`config.mk`:
```
export PLATFORM = sky130hd
export DESIGN_NAME = sw_host_seq
export DESIGN_NICKNAME = d
export VERILOG_FILES = /design/src/rtl/sw_pkg.sv /design/src/rtl/sw_tx.sv /design/src/rtl/sw_rx.sv /design/src/rtl/sw_host_seq.sv
export SDC_FILE = /design/constraint.sdc
export NUM_CORES = 1
export LEC_CHECK = 0
export BUFFER_PORTS_ARGS = -buffer_cell sky130_fd_sc_hd__buf_2
export CAP_MARGIN = 30
export CORE_UTILIZATION = 55
export DETAILED_ROUTE_END_ITERATION = 16
export PLACE_DENSITY = 0.77
export SLEW_MARGIN = 20
export SYNTH_ARGS = -nofsm -noshare
export SYNTH_HDL_FRONTEND = slang
export SYNTH_SLANG_ARGS = --single-unit
```
`constraint.sdc`:
```
create_clock -name clk -period 3.5 [get_ports clk]
set_clock_uncertainty 0.2 [all_clocks]
set_input_delay 0.7 -clock clk [delete_from_list [all_inputs] [get_ports clk]]
set_output_delay 0.7 -clock clk [all_outputs]
set_load 0.05 [all_outputs]
```
`src/rtl/sw_pkg.sv`:
```
package sw_pkg;
    localparam int BYTE_W = 8;
    localparam int ADDR_W = 5;
    localparam int DATA_W = 16;
    localparam int OP_W   = 3;

    typedef enum logic [OP_W-1:0] {
        OP_IWR   = 3'd0,
        OP_IRD   = 3'd1,
        OP_GWR   = 3'd2,
        OP_GRD   = 3'd3,
        OP_AINIT = 3'd4,
        OP_POLL  = 3'd5,
        OP_RESET = 3'd6,
        OP_SPARE = 3'd7
    } op_e;

    typedef enum logic [2:0] {
        S_IDLE, S_CAL, S_CMD, S_PTR, S_DLO, S_DHI, S_RX
    } state_e;

    localparam logic [BYTE_W-1:0] CAL_BYTE   = 8'h55;
    localparam logic [ADDR_W-1:0] CODE_AINIT = 5'h0A;
    localparam logic [ADDR_W-1:0] CODE_POLL  = 5'h1C;
    localparam logic [ADDR_W-1:0] CODE_RESET = 5'h0D;

    // flags: bit2 command, bit1 read, bit0 global
    function automatic logic [BYTE_W-1:0] cmd_byte(op_e op, logic [ADDR_W-1:0] addr);
        unique case (op)
            OP_IWR:   return {addr, 3'b000};
            OP_IRD:   return {addr, 3'b010};
            OP_GWR:   return {addr, 3'b001};
            OP_GRD:   return {addr, 3'b011};
            OP_AINIT: return {CODE_AINIT, 3'b101};
            OP_POLL:  return {CODE_POLL, 3'b111};
            default:  return {CODE_RESET, 3'b101};
        endcase
    endfunction
endpackage

```
`src/rtl/sw_tx.sv`:
```
module sw_tx #(
    parameter int CPB_W = 16
) (
    input  logic             clk,
    input  logic             rst_n,
    input  logic [CPB_W-1:0] cpb,
    input  logic             start,
    input  logic [7:0]       tx_data,
    output logic             ready,
    output logic             done,
    output logic             line_low
);
    localparam logic [CPB_W-1:0] ONE = 1;
    logic             busy;
    logic [CPB_W-1:0] cnt;
    logic [3:0]       idx;
    logic [9:0]       sh;
    logic             bit_end;

    assign bit_end  = (cnt == cpb - ONE);
    assign ready    = !busy;
    assign done     = busy && bit_end && (idx == 4'd9);
    assign line_low = busy && !sh[0];

    always_ff @(posedge clk or negedge rst_n) begin
        if (!rst_n) begin
            busy <= 1'b0;
            cnt  <= '0;
            idx  <= '0;
            sh   <= '1;
        end else if (start && !busy) begin
            busy <= 1'b1;
            sh   <= {1'b1, tx_data, 1'b0};
            cnt  <= '0;
            idx  <= '0;
        end else if (busy) begin
            if (bit_end) begin
                cnt <= '0;
                if (idx == 4'd9) begin
                    busy <= 1'b0;
                end else begin
                    idx <= idx + 4'd1;
                    sh  <= {1'b1, sh[9:1]};
                end
            end else begin
                cnt <= cnt + ONE;
            end
        end
    end
endmodule

```
`src/rtl/sw_rx.sv`:
```
module sw_rx #(
    parameter int CPB_W = 16
) (
    input  logic             clk,
    input  logic             rst_n,
    input  logic             en,
    input  logic             line_i,
    input  logic [CPB_W-1:0] cpb,
    output logic             busy,
    output logic             vld,
    output logic [7:0]       data,
    output logic             ferr
);
    localparam logic [CPB_W-1:0] ONE = 1;
    logic [1:0]       sync;
    logic             armed;
    logic [CPB_W-1:0] cnt;
    logic [3:0]       idx;
    logic [7:0]       sh;
    logic [CPB_W-1:0] target;
    logic             s;

    assign s      = sync[1];
    assign target = (idx == 4'd0) ? ((cpb >> 1) - ONE) : (cpb - ONE);

    always_ff @(posedge clk or negedge rst_n) begin
        if (!rst_n) begin
            sync  <= 2'b11;
            armed <= 1'b0;
            busy  <= 1'b0;
            cnt   <= '0;
            idx   <= '0;
            sh    <= '0;
            vld   <= 1'b0;
            data  <= '0;
            ferr  <= 1'b0;
        end else begin
            sync <= {sync[0], line_i};
            vld  <= 1'b0;
            if (!busy) begin
                if (s) begin
                    armed <= 1'b1;
                end else if (en && armed) begin
                    busy  <= 1'b1;
                    armed <= 1'b0;
                    cnt   <= '0;
                    idx   <= '0;
                end
            end else if (cnt == target) begin
                cnt <= '0;
                idx <= idx + 4'd1;
                if (idx == 4'd0) begin
                    if (s) busy <= 1'b0;          // glitch, not a start bit
                end else if (idx == 4'd9) begin
                    busy <= 1'b0;
                    vld  <= 1'b1;
                    data <= sh;
                    ferr <= !s;
                end else begin
                    sh <= {s, sh[7:1]};
                end
            end else begin
                cnt <= cnt + ONE;
            end
        end
    end
endmodule

```
`src/rtl/sw_host_seq.sv`:
```
module sw_host_seq
    import sw_pkg::*;
#(
    parameter int CPB_W = 16,
    parameter int TO_W  = 16
) (
    input  logic                  clk,
    input  logic                  rst_n,
    input  logic [CPB_W-1:0]      cfg_clks_per_bit,
    input  logic [TO_W-1:0]       cfg_timeout_bits,
    input  logic                  req_valid,
    output logic                  req_ready,
    input  logic [OP_W-1:0]       req_op,
    input  logic [ADDR_W-1:0]     req_addr,
    input  logic [BYTE_W-1:0]     req_ptr,
    input  logic [DATA_W-1:0]     req_wdata,
    input  logic [ADDR_W-1:0]     req_count,
    input  logic                  line_i,
    output logic                  line_low,
    output logic                  rsp_valid,
    output logic [DATA_W-1:0]     rsp_data,
    output logic                  rsp_timeout,
    output logic                  rsp_frame_err
);
    localparam logic [CPB_W-1:0]  C_ONE = 1;
    localparam logic [TO_W-1:0]   T_ONE = 1;
    localparam logic [ADDR_W-1:0] A_ONE = 1;

    state_e            state_q, state_d;
    op_e               op_q;
    logic [ADDR_W-1:0] addr_q, remain_q;
    logic [BYTE_W-1:0] ptr_q, lo_q;
    logic [DATA_W-1:0] wdata_q;
    logic              half_q, ferr_q;
    logic [CPB_W-1:0]  clk_cnt;
    logic [TO_W-1:0]   bit_cnt;

    logic              tx_start, tx_ready, tx_done, rx_en;
    logic [BYTE_W-1:0] tx_byte;
    logic              rx_busy, rx_vld, rx_ferr;
    logic [BYTE_W-1:0] rx_data;
    logic              is_cmd, is_write, tick, to_hit, last_val;

    sw_tx #(.CPB_W(CPB_W)) u_tx (
        .clk(clk), .rst_n(rst_n), .cpb(cfg_clks_per_bit), .start(tx_start),
        .tx_data(tx_byte), .ready(tx_ready), .done(tx_done), .line_low(line_low));

    sw_rx #(.CPB_W(CPB_W)) u_rx (
        .clk(clk), .rst_n(rst_n), .en(rx_en), .line_i(line_i), .cpb(cfg_clks_per_bit),
        .busy(rx_busy), .vld(rx_vld), .data(rx_data), .ferr(rx_ferr));

    assign is_cmd   = op_q[2];
    assign is_write = (op_q == OP_IWR) || (op_q == OP_GWR);
    assign tick     = (clk_cnt == cfg_clks_per_bit - C_ONE);
    assign to_hit   = (state_q == S_RX) && !rx_busy && !rx_vld && tick &&
                      (bit_cnt == cfg_timeout_bits - T_ONE);
    assign last_val = (op_q == OP_POLL) || (half_q && remain_q == A_ONE);

    // state register
    always_ff @(posedge clk or negedge rst_n) begin
        if (!rst_n) state_q <= S_IDLE;
        else        state_q <= state_d;
    end

    // next state
    always_comb begin
        state_d = state_q;
        unique case (state_q)
            S_IDLE: if (req_valid) state_d = S_CAL;
            S_CAL:  if (tx_done) state_d = S_CMD;
            S_CMD:  if (tx_done) state_d = !is_cmd ? S_PTR :
                                           (op_q == OP_POLL) ? S_RX : S_IDLE;
            S_PTR:  if (tx_done) state_d = is_write ? S_DLO : S_RX;
            S_DLO:  if (tx_done) state_d = S_DHI;
            S_DHI:  if (tx_done) state_d = S_IDLE;
            S_RX:   if (to_hit || (rx_vld && last_val)) state_d = S_IDLE;
            default: state_d = S_IDLE;
        endcase
    end

    // outputs
    always_comb begin
        req_ready = (state_q == S_IDLE);
        rx_en     = (state_q == S_RX);
        tx_start  = 1'b0;
        tx_byte   = CAL_BYTE;
        unique case (state_q)
            S_CAL: begin tx_start = tx_ready; tx_byte = CAL_BYTE; end
            S_CMD: begin tx_start = tx_ready; tx_byte = cmd_byte(op_q, addr_q); end
            S_PTR: begin tx_start = tx_ready; tx_byte = ptr_q; end
            S_DLO: begin tx_start = tx_ready; tx_byte = wdata_q[7:0]; end
            S_DHI: begin tx_start = tx_ready; tx_byte = wdata_q[15:8]; end
            default: ;
        endcase
    end

    // request capture, response assembly, timeout counting
    always_ff @(posedge clk or negedge rst_n) begin
        if (!rst_n) begin
            op_q <= OP_IWR; addr_q <= '0; ptr_q <= '0; wdata_q <= '0;
            remain_q <= '0; half_q <= 1'b0; ferr_q <= 1'b0; lo_q <= '0;
            clk_cnt <= '0; bit_cnt <= '0;
            rsp_valid <= 1'b0; rsp_data <= '0; rsp_timeout <= 1'b0; rsp_frame_err <= 1'b0;
        end else begin
            rsp_valid     <= 1'b0;
            rsp_timeout   <= 1'b0;
            rsp_frame_err <= 1'b0;
            if (state_q == S_IDLE && req_valid) begin
                op_q     <= op_e'(req_op);
                addr_q   <= req_addr;
                ptr_q    <= req_ptr;
                wdata_q  <= req_wdata;
                remain_q <= (op_e'(req_op) == OP_GRD && req_count != '0) ? req_count : A_ONE;
                half_q   <= 1'b0;
                ferr_q   <= 1'b0;
            end
            if (state_q != S_RX || rx_busy || rx_vld) begin
                clk_cnt <= '0;
                bit_cnt <= '0;
            end else if (tick) begin
                clk_cnt <= '0;
                bit_cnt <= bit_cnt + T_ONE;
            end else begin
                clk_cnt <= clk_cnt + C_ONE;
            end
            if (state_q == S_RX) begin
                if (rx_vld) begin
                    if (op_q == OP_POLL) begin
                        rsp_valid     <= 1'b1;
                        rsp_data      <= {8'h00, rx_data};
                        rsp_frame_err <= rx_ferr;
                    end else if (!half_q) begin
                        lo_q   <= rx_data;
                        ferr_q <= rx_ferr;
                        half_q <= 1'b1;
                    end else begin
                        rsp_valid     <= 1'b1;
                        rsp_data      <= {rx_data, lo_q};
                        rsp_frame_err <= ferr_q | rx_ferr;
                        half_q        <= 1'b0;
                        remain_q      <= remain_q - A_ONE;
                    end
                end else if (to_hit) begin
                    rsp_valid   <= 1'b1;
                    rsp_data    <= '0;
                    rsp_timeout <= 1'b1;
                end
            end
        end
    end
endmodule

```
==> results of run 1 <==
==> power by group <==
group	leakage [nW]	switching (mW)	internal [mW]	total, mW
clock	0.308	0.958	1.06	2.02
combinational	3.61	0.721	0.529	1.25
sequential	2.24	0.240	2.27	2.51
total	6.16	1.92	3.86	5.78
==> flip-flops by register name, summed over array words and instances, names as in the netlist, 2 cells and up <==
register,cells
u_rx.idx,4
clk_cnt,16
u_rx.sync,2
addr_q,5
remain_q,5
u_rx.data,8
ptr_q,8
rsp_data,16
state_q,3
op_q,3
wdata_q,16
u_tx.sh,9
u_tx.cnt,16
u_tx.idx,4
bit_cnt,16
lo_q,8
u_rx.cnt,16
u_rx.sh,8
==> what timing repair did <==
| action | CTS | global route |
|---|---|---|
| pin swaps | 8 | 34 |
| gates cloned | 2 | 5 |
| setup buffers | 3 | 8 |
| hold endpoints to repair | 0 | 0 |
| resized for setup | 27 | 69 |
| endpoints found under the setup margin | 111 | 116 |
==> cell type report <==
type,instances,area (um^2),share of cell area [%]
multi-input combinational,935,6360,47.1
sequential,173,4340,32.2
timing repair buffer,233,1680,12.4
clock buffer,18,439,3.25
tap,260,325,2.41
clock inverter,14,194,1.44
inverter,46,173,1.28
==> cell usage after synthesis (all sizes together) (7+ instances only) <==
cell type    n
xnor2       71
o21ai       96
a31oi        7
a21o        13
nand3       51
xor2        41
mux2i       15
buf         20
xnor3        7
nand2      188
nor2b       10
nand3b      11
nor4        14
nand2b      17
dfstp       11
and3        35
nand4       24
dfrtp      162
a21oi       44
inv         46
nor2        88
ha          14
nor3        33
or3         16
clkbuf      55
mux2        27
nor3b       19
==> routing by layer <==
metal | vias up | track usage, %
met2 | 334 | 45.2
met3 | 73 | 3.63
met1 | 4790 | 38.4
met4 | 0 | 10.0
met5 | - | 0
li1 | 4650 | -
==> worst max path at each step <==
stage                                     from            to  slack, ns
after global placement     cfg_clks_per_bit[5]  u_rx.data[1]      -0.77
after CTS                 cfg_clks_per_bit[10]    u_rx.sh[3]      -0.25
after floorplan            cfg_clks_per_bit[7]  u_rx.data[0]      -0.77
final                      cfg_clks_per_bit[1]    u_rx.sh[3]      -0.30
after detailed placement   cfg_clks_per_bit[5]  u_rx.data[4]      -0.85
after global routing       cfg_clks_per_bit[1]    u_rx.sh[4]      -0.42
==> cells by family (layout without fill, tap and decap cells) <==
logic type / count (synthesis) / in the layout
AND/OR/NAND/NOR: 535 / 536
flip-flops: 173 / 173
AO/OA/AOI/OAI: 222 / 222
adder cells (fa/ha/maj): 14 / 14
buffers and inverters: 121 / 311
multiplexers: 42 / 42
XOR/XNOR: 121 / 121
==> through the flow <==
step,power (mW),util (%)
final,5.78,71.3
after global routing,6.07,71.3
after CTS,5.76,69.0
after detailed placement,3.74,64.8
after global placement,3.68,64.8
after floorplan,3.31,-
==> results.cfg, run 1 <==
[outcome]
status = complete, but fails checks
violations = setup timing

[yosys]
ys_top_cells_by_area = dfrtp_1, nand2_1, xnor2_1
yosys.area.top_type = dfrtp_1
postSynthCellCount = 1228
syn_area_per_cell_um2 = 8.78
synth_edf_count = 0
muxShareOfSynthArea_pct = 4.52
async_flop_share_pct = 100
ys_seq_area_share_pct = 40.3
synth_seq_cells = 173
synth_top_area_share_pct = 37.6
ys_types = 76
synth-simple-area-share_pct = 25.3
synthAdderAreaFrac_pct = 1.62
ys_warn_count = 0
syn_area_mm2 = 0.0108
synth_fp_nets = 1315
ys.flop_type = dfrtp_1
synth_top_family_by_area = simple AND/OR/NAND/NOR gates
synthXorXnorAreaFrac_pct = 11.0
synth-compound-area-share_pct = 12.7

[placement]
io_buffers = 93
place_inst = 1629
place.gp.congestion = 0.911
dp_slack_ns = -0.851
dpl_cell_area_mm2 = 0.0123
dp_hpwl_mm = 19.2

[layout]
mostFrequentLayoutCells = nand2_1, dfrtp_1, buf_4, buf_2, nor2_1
fin_area_mm2 = 0.0135
area_delta_synth_final_pct = 25.2
final_common_cell = nand2_1
antennaDiodeCount = 0
fillers = 1441
finalNonFillerCells = 1679
fin_nets = 1493
layout-drive-gt1-share_pct = 26.3

[routing]
wl_met3_mm = 1.52
drc_errors = 0
antenna_left = 0
wl_per_cell_um = 17.1
wl_met2_mm = 14.1
first_pass_iters = 6
m1WireLength_mm = 12.4
wl_mm = 28.7
vias = 9847
drtIter0Drc = 770
top_layer = met4
vias_per_cell = 5.86

[setup_path]
rrSetupSlack_ns = -0.29
path_cells = buf_2 -> inv_2 -> buf_4 -> ha_1 -> nor3b_4 -> buf_4 -> and4_1 -> xnor2_1 -> buf_4 -> xnor2_1 -> a211oi_1 -> nand4_1 -> or4_4 -> buf_8 -> nor2_8 -> mux2_4
ff2ff_path_depth = 13
worst-path-buf-inv = 6
rr_startpoint = u_rx.idx[0]
crit_arrival_ns = 3.93
startpoint_type = input pin
cp_common_cell = buf_4
cp.required_ns = 3.63
cpLargestDelayFamily = simple AND/OR/NAND/NOR gates
worstPathMaxFanout = 8
path_class = input pin to flip-flop
rr_endpoint = u_rx.sh[3]
worstSetupEndpointType = flip-flop
crit_cells = 16
slowest_delay_ns = 0.46
cpMaxStageDelayCell = or4_4

[sta]
period_needed_ns = 3.80
fmax_mhz = 263
finalMaxSlewViolations = 0
rsz0062_at_grt = yes
tns_ns = -7.43
fin_crit_sh_pct = 109
relSlewSlack_pct = 43.6
tightest_slew_ns = 0.843
fin_ws_ns = -0.301
finalSetupViolCount = 35
finalHoldViolations = 0
hold_ws_ns = 0.0692

[global_routing]
antenna_found_initial = 0
grt_pass1_vias = 9170
grt_pass1_wl_mm = 44.8
grt_max_degree = 74
grt_util_all_layers_pct = 27.9
grt_overflow = 0

[job]
cap_violations = 0

[clocking]
htree_levels = 4
tritoncts = built
clk_latency_ns = 0.44
clkSinkCount = 173
numCtsBuffers = 17
clkTransAtPathRegs_ns = 0.07
cts_root_buffer = clkbuf_16
cts_max_path_buffers = 2
cts_hold_buf = 0

[hold_path]
hold_class = input pin to async pin

[floorplanning]
top_level_ports = 94
design.core.area_mm2 = 0.0190
die_h_um = 142
die_x_um = 142
core.rowCount = 50
die_area_mm2 = 0.0202
start_util_pct = 56.9

[power]
peakVddDrop_mv = 0.429
power_density_mw_per_mm2 = 428
p_leak_nw = 6.16
Power figures use the tool's default switching activity.
==> inputs of run 2 (changes only) <==
CORE_UTILIZATION = 50   (was 55)
CTS_CLUSTER_SIZE = 24   (was unset)
PLACE_DENSITY = 0.71   (was 0.77)
==> results.cfg, run 2 (synthesis results as in run 1) <==
[layout]
area_delta_synth_final_pct = 25.1
layout-drive-gt1-share_pct = 26.3
fin_nets = 1499
final_common_cell = nand2_1
fin_area_mm2 = 0.0135
finalNonFillerCells = 1701
mostFrequentLayoutCells = nand2_1, dfrtp_1, buf_4, buf_2, nor2_1

[routing]
wl_mm = 27.5
drtIter0Drc = 556
vias_per_cell = 5.63
antenna_left = 0
drc_errors = 0
first_pass_iters = 5
wl_per_cell_um = 16.2
vias = 9575

[power]
peakVddDrop_mv = 0.343
p_leak_nw = 6.17
p_total_mw = 5.66
power_density_mw_per_mm2 = 420

[sta]
finalSetupViolCount = 36
fin_crit_sh_pct = 112
finalMaxSlewViolations = 0
period_needed_ns = 3.93
rsz0062_at_grt = yes
tightest_slew_ns = 0.890
fmax_mhz = 255
finalHoldViolations = 0
fin_ws_ns = -0.426
hold_ws_ns = 0.0201
relSlewSlack_pct = 40.4

[clocking]
cts_max_path_buffers = 2
clkTransAtPathRegs_ns = 0.08
tritoncts = built
clk_latency_ns = 0.44
clkSinkCount = 173
cts_root_buffer = clkbuf_16
numCtsBuffers = 17
htree_levels = 4

[setup_path]
cp.required_ns = 3.62
path_class = input pin to flip-flop
cpMaxStageDelayCell = or4_4
startpoint_type = input pin
path_cells = buf_6 -> or4_4 -> nor4_4 -> xor3_1 -> a2111o_1 -> a2111oi_4 -> nand4_1 -> or4_4 -> buf_6 -> nor2_8 -> mux2_2
worstPathMaxFanout = 8
slowest_delay_ns = 0.59
crit_arrival_ns = 4.04
worstSetupEndpointType = flip-flop

[placement]
io_buffers = 93
place.gp.congestion = 0.877
dp_hpwl_mm = 19.4
place_inst = 1649
dp_slack_ns = -0.844
dpl_cell_area_mm2 = 0.0124

[floorplanning]
die_h_um = 149
start_util_pct = 51.1
die_area_mm2 = 0.0222
die_x_um = 149
design.core.area_mm2 = 0.0211
core.rowCount = 53
top_level_ports = 94

[global_routing]
grt_max_degree = 63
grt_overflow = 0
antenna_found_initial = 1
grt_pass1_vias = 9163
grt_util_all_layers_pct = 25.1
grt_pass1_wl_mm = 44.5

[outcome]
status = complete, but fails checks
violations = setup timing

[hold_path]
hold_class = input pin to async pin

[job]
cap_violations = 0
## run 2: changes by cell type in the layout (fill, tap and decap cells not counted), sizes merged
cell,change
buf,+7
clkbuf,-2
inv,+2
bufinv,-1
diode,+1
## run 2: timing repair
action,in CTS,in global routing
pin swaps,6,39
setup buffers,14,6
cloned,3,2
resized for setup,32,64
endpoints found under the setup margin,81,107
hold buffers,0,0
## run 2: final timing paths
kind                                      from      endpoint  slack (ns)  cells after the start
max reg2reg                        u_rx.idx[0]    u_rx.sh[4]       -0.33                     13
max                        cfg_clks_per_bit[7]    u_rx.sh[4]       -0.43                     11
max in group asynchronous                rst_n    u_tx.sh[4]        2.19                      2
min reg2reg                       u_rx.sync[0]  u_rx.sync[1]        0.15                      0
min                                      rst_n     rsp_valid        0.02                      1
min in group clk                  u_rx.sync[0]  u_rx.sync[1]        0.15                      0
## run 2: per-stage QoR
stage	setup TNS, ns	utilization (%)
2_1_floorplan	-48.30	-
3_3_place_gp	-61.21	58.6
3_5_place_dp	-63.75	58.6
4_1_cts	-6.60	62.3
5_1_grt	-13.85	64.0
6_report	-10.54	64.0
## run 2: worst max-delay path, delay by kind of cell
| kind | cells | cell delay, ns |
|---|---|---|
| simple gates | 5 | 1.63 |
| buf+inv | 2 | 0.26 |
| mux | 1 | 0.37 |
| xor+xnor | 1 | 0.37 |
| compound gates | 2 | 0.69 |
## run 2: cell type report
class | instances | area (um^2)
antenna | 1 | 2.50
clock inverter | 15 | 168
multi-input combinational | 935 | 6330
clock buffer | 17 | 425
timing repair buffer | 239 | 1710
fill | 1756 | 7600
tap | 275 | 344
inverter | 46 | 173
sequential | 173 | 4340
## run 2: report_power, final
group | internal (mW) | switching [mW] | total (mW)
sequential | 2.27 | 0.242 | 2.52
clock | 0.964 | 0.955 | 1.92
combinational | 0.531 | 0.698 | 1.23
total | 3.77 | 1.89 | 5.66
## run 2: per-layer routing
metal / share of wire [%] / track usage, %
met1: 46 / 34.5
met2: 48 / 41.3
met3: 3.9 / 3.09
met4: 2.3 / 7.50
met5: 0 / 0
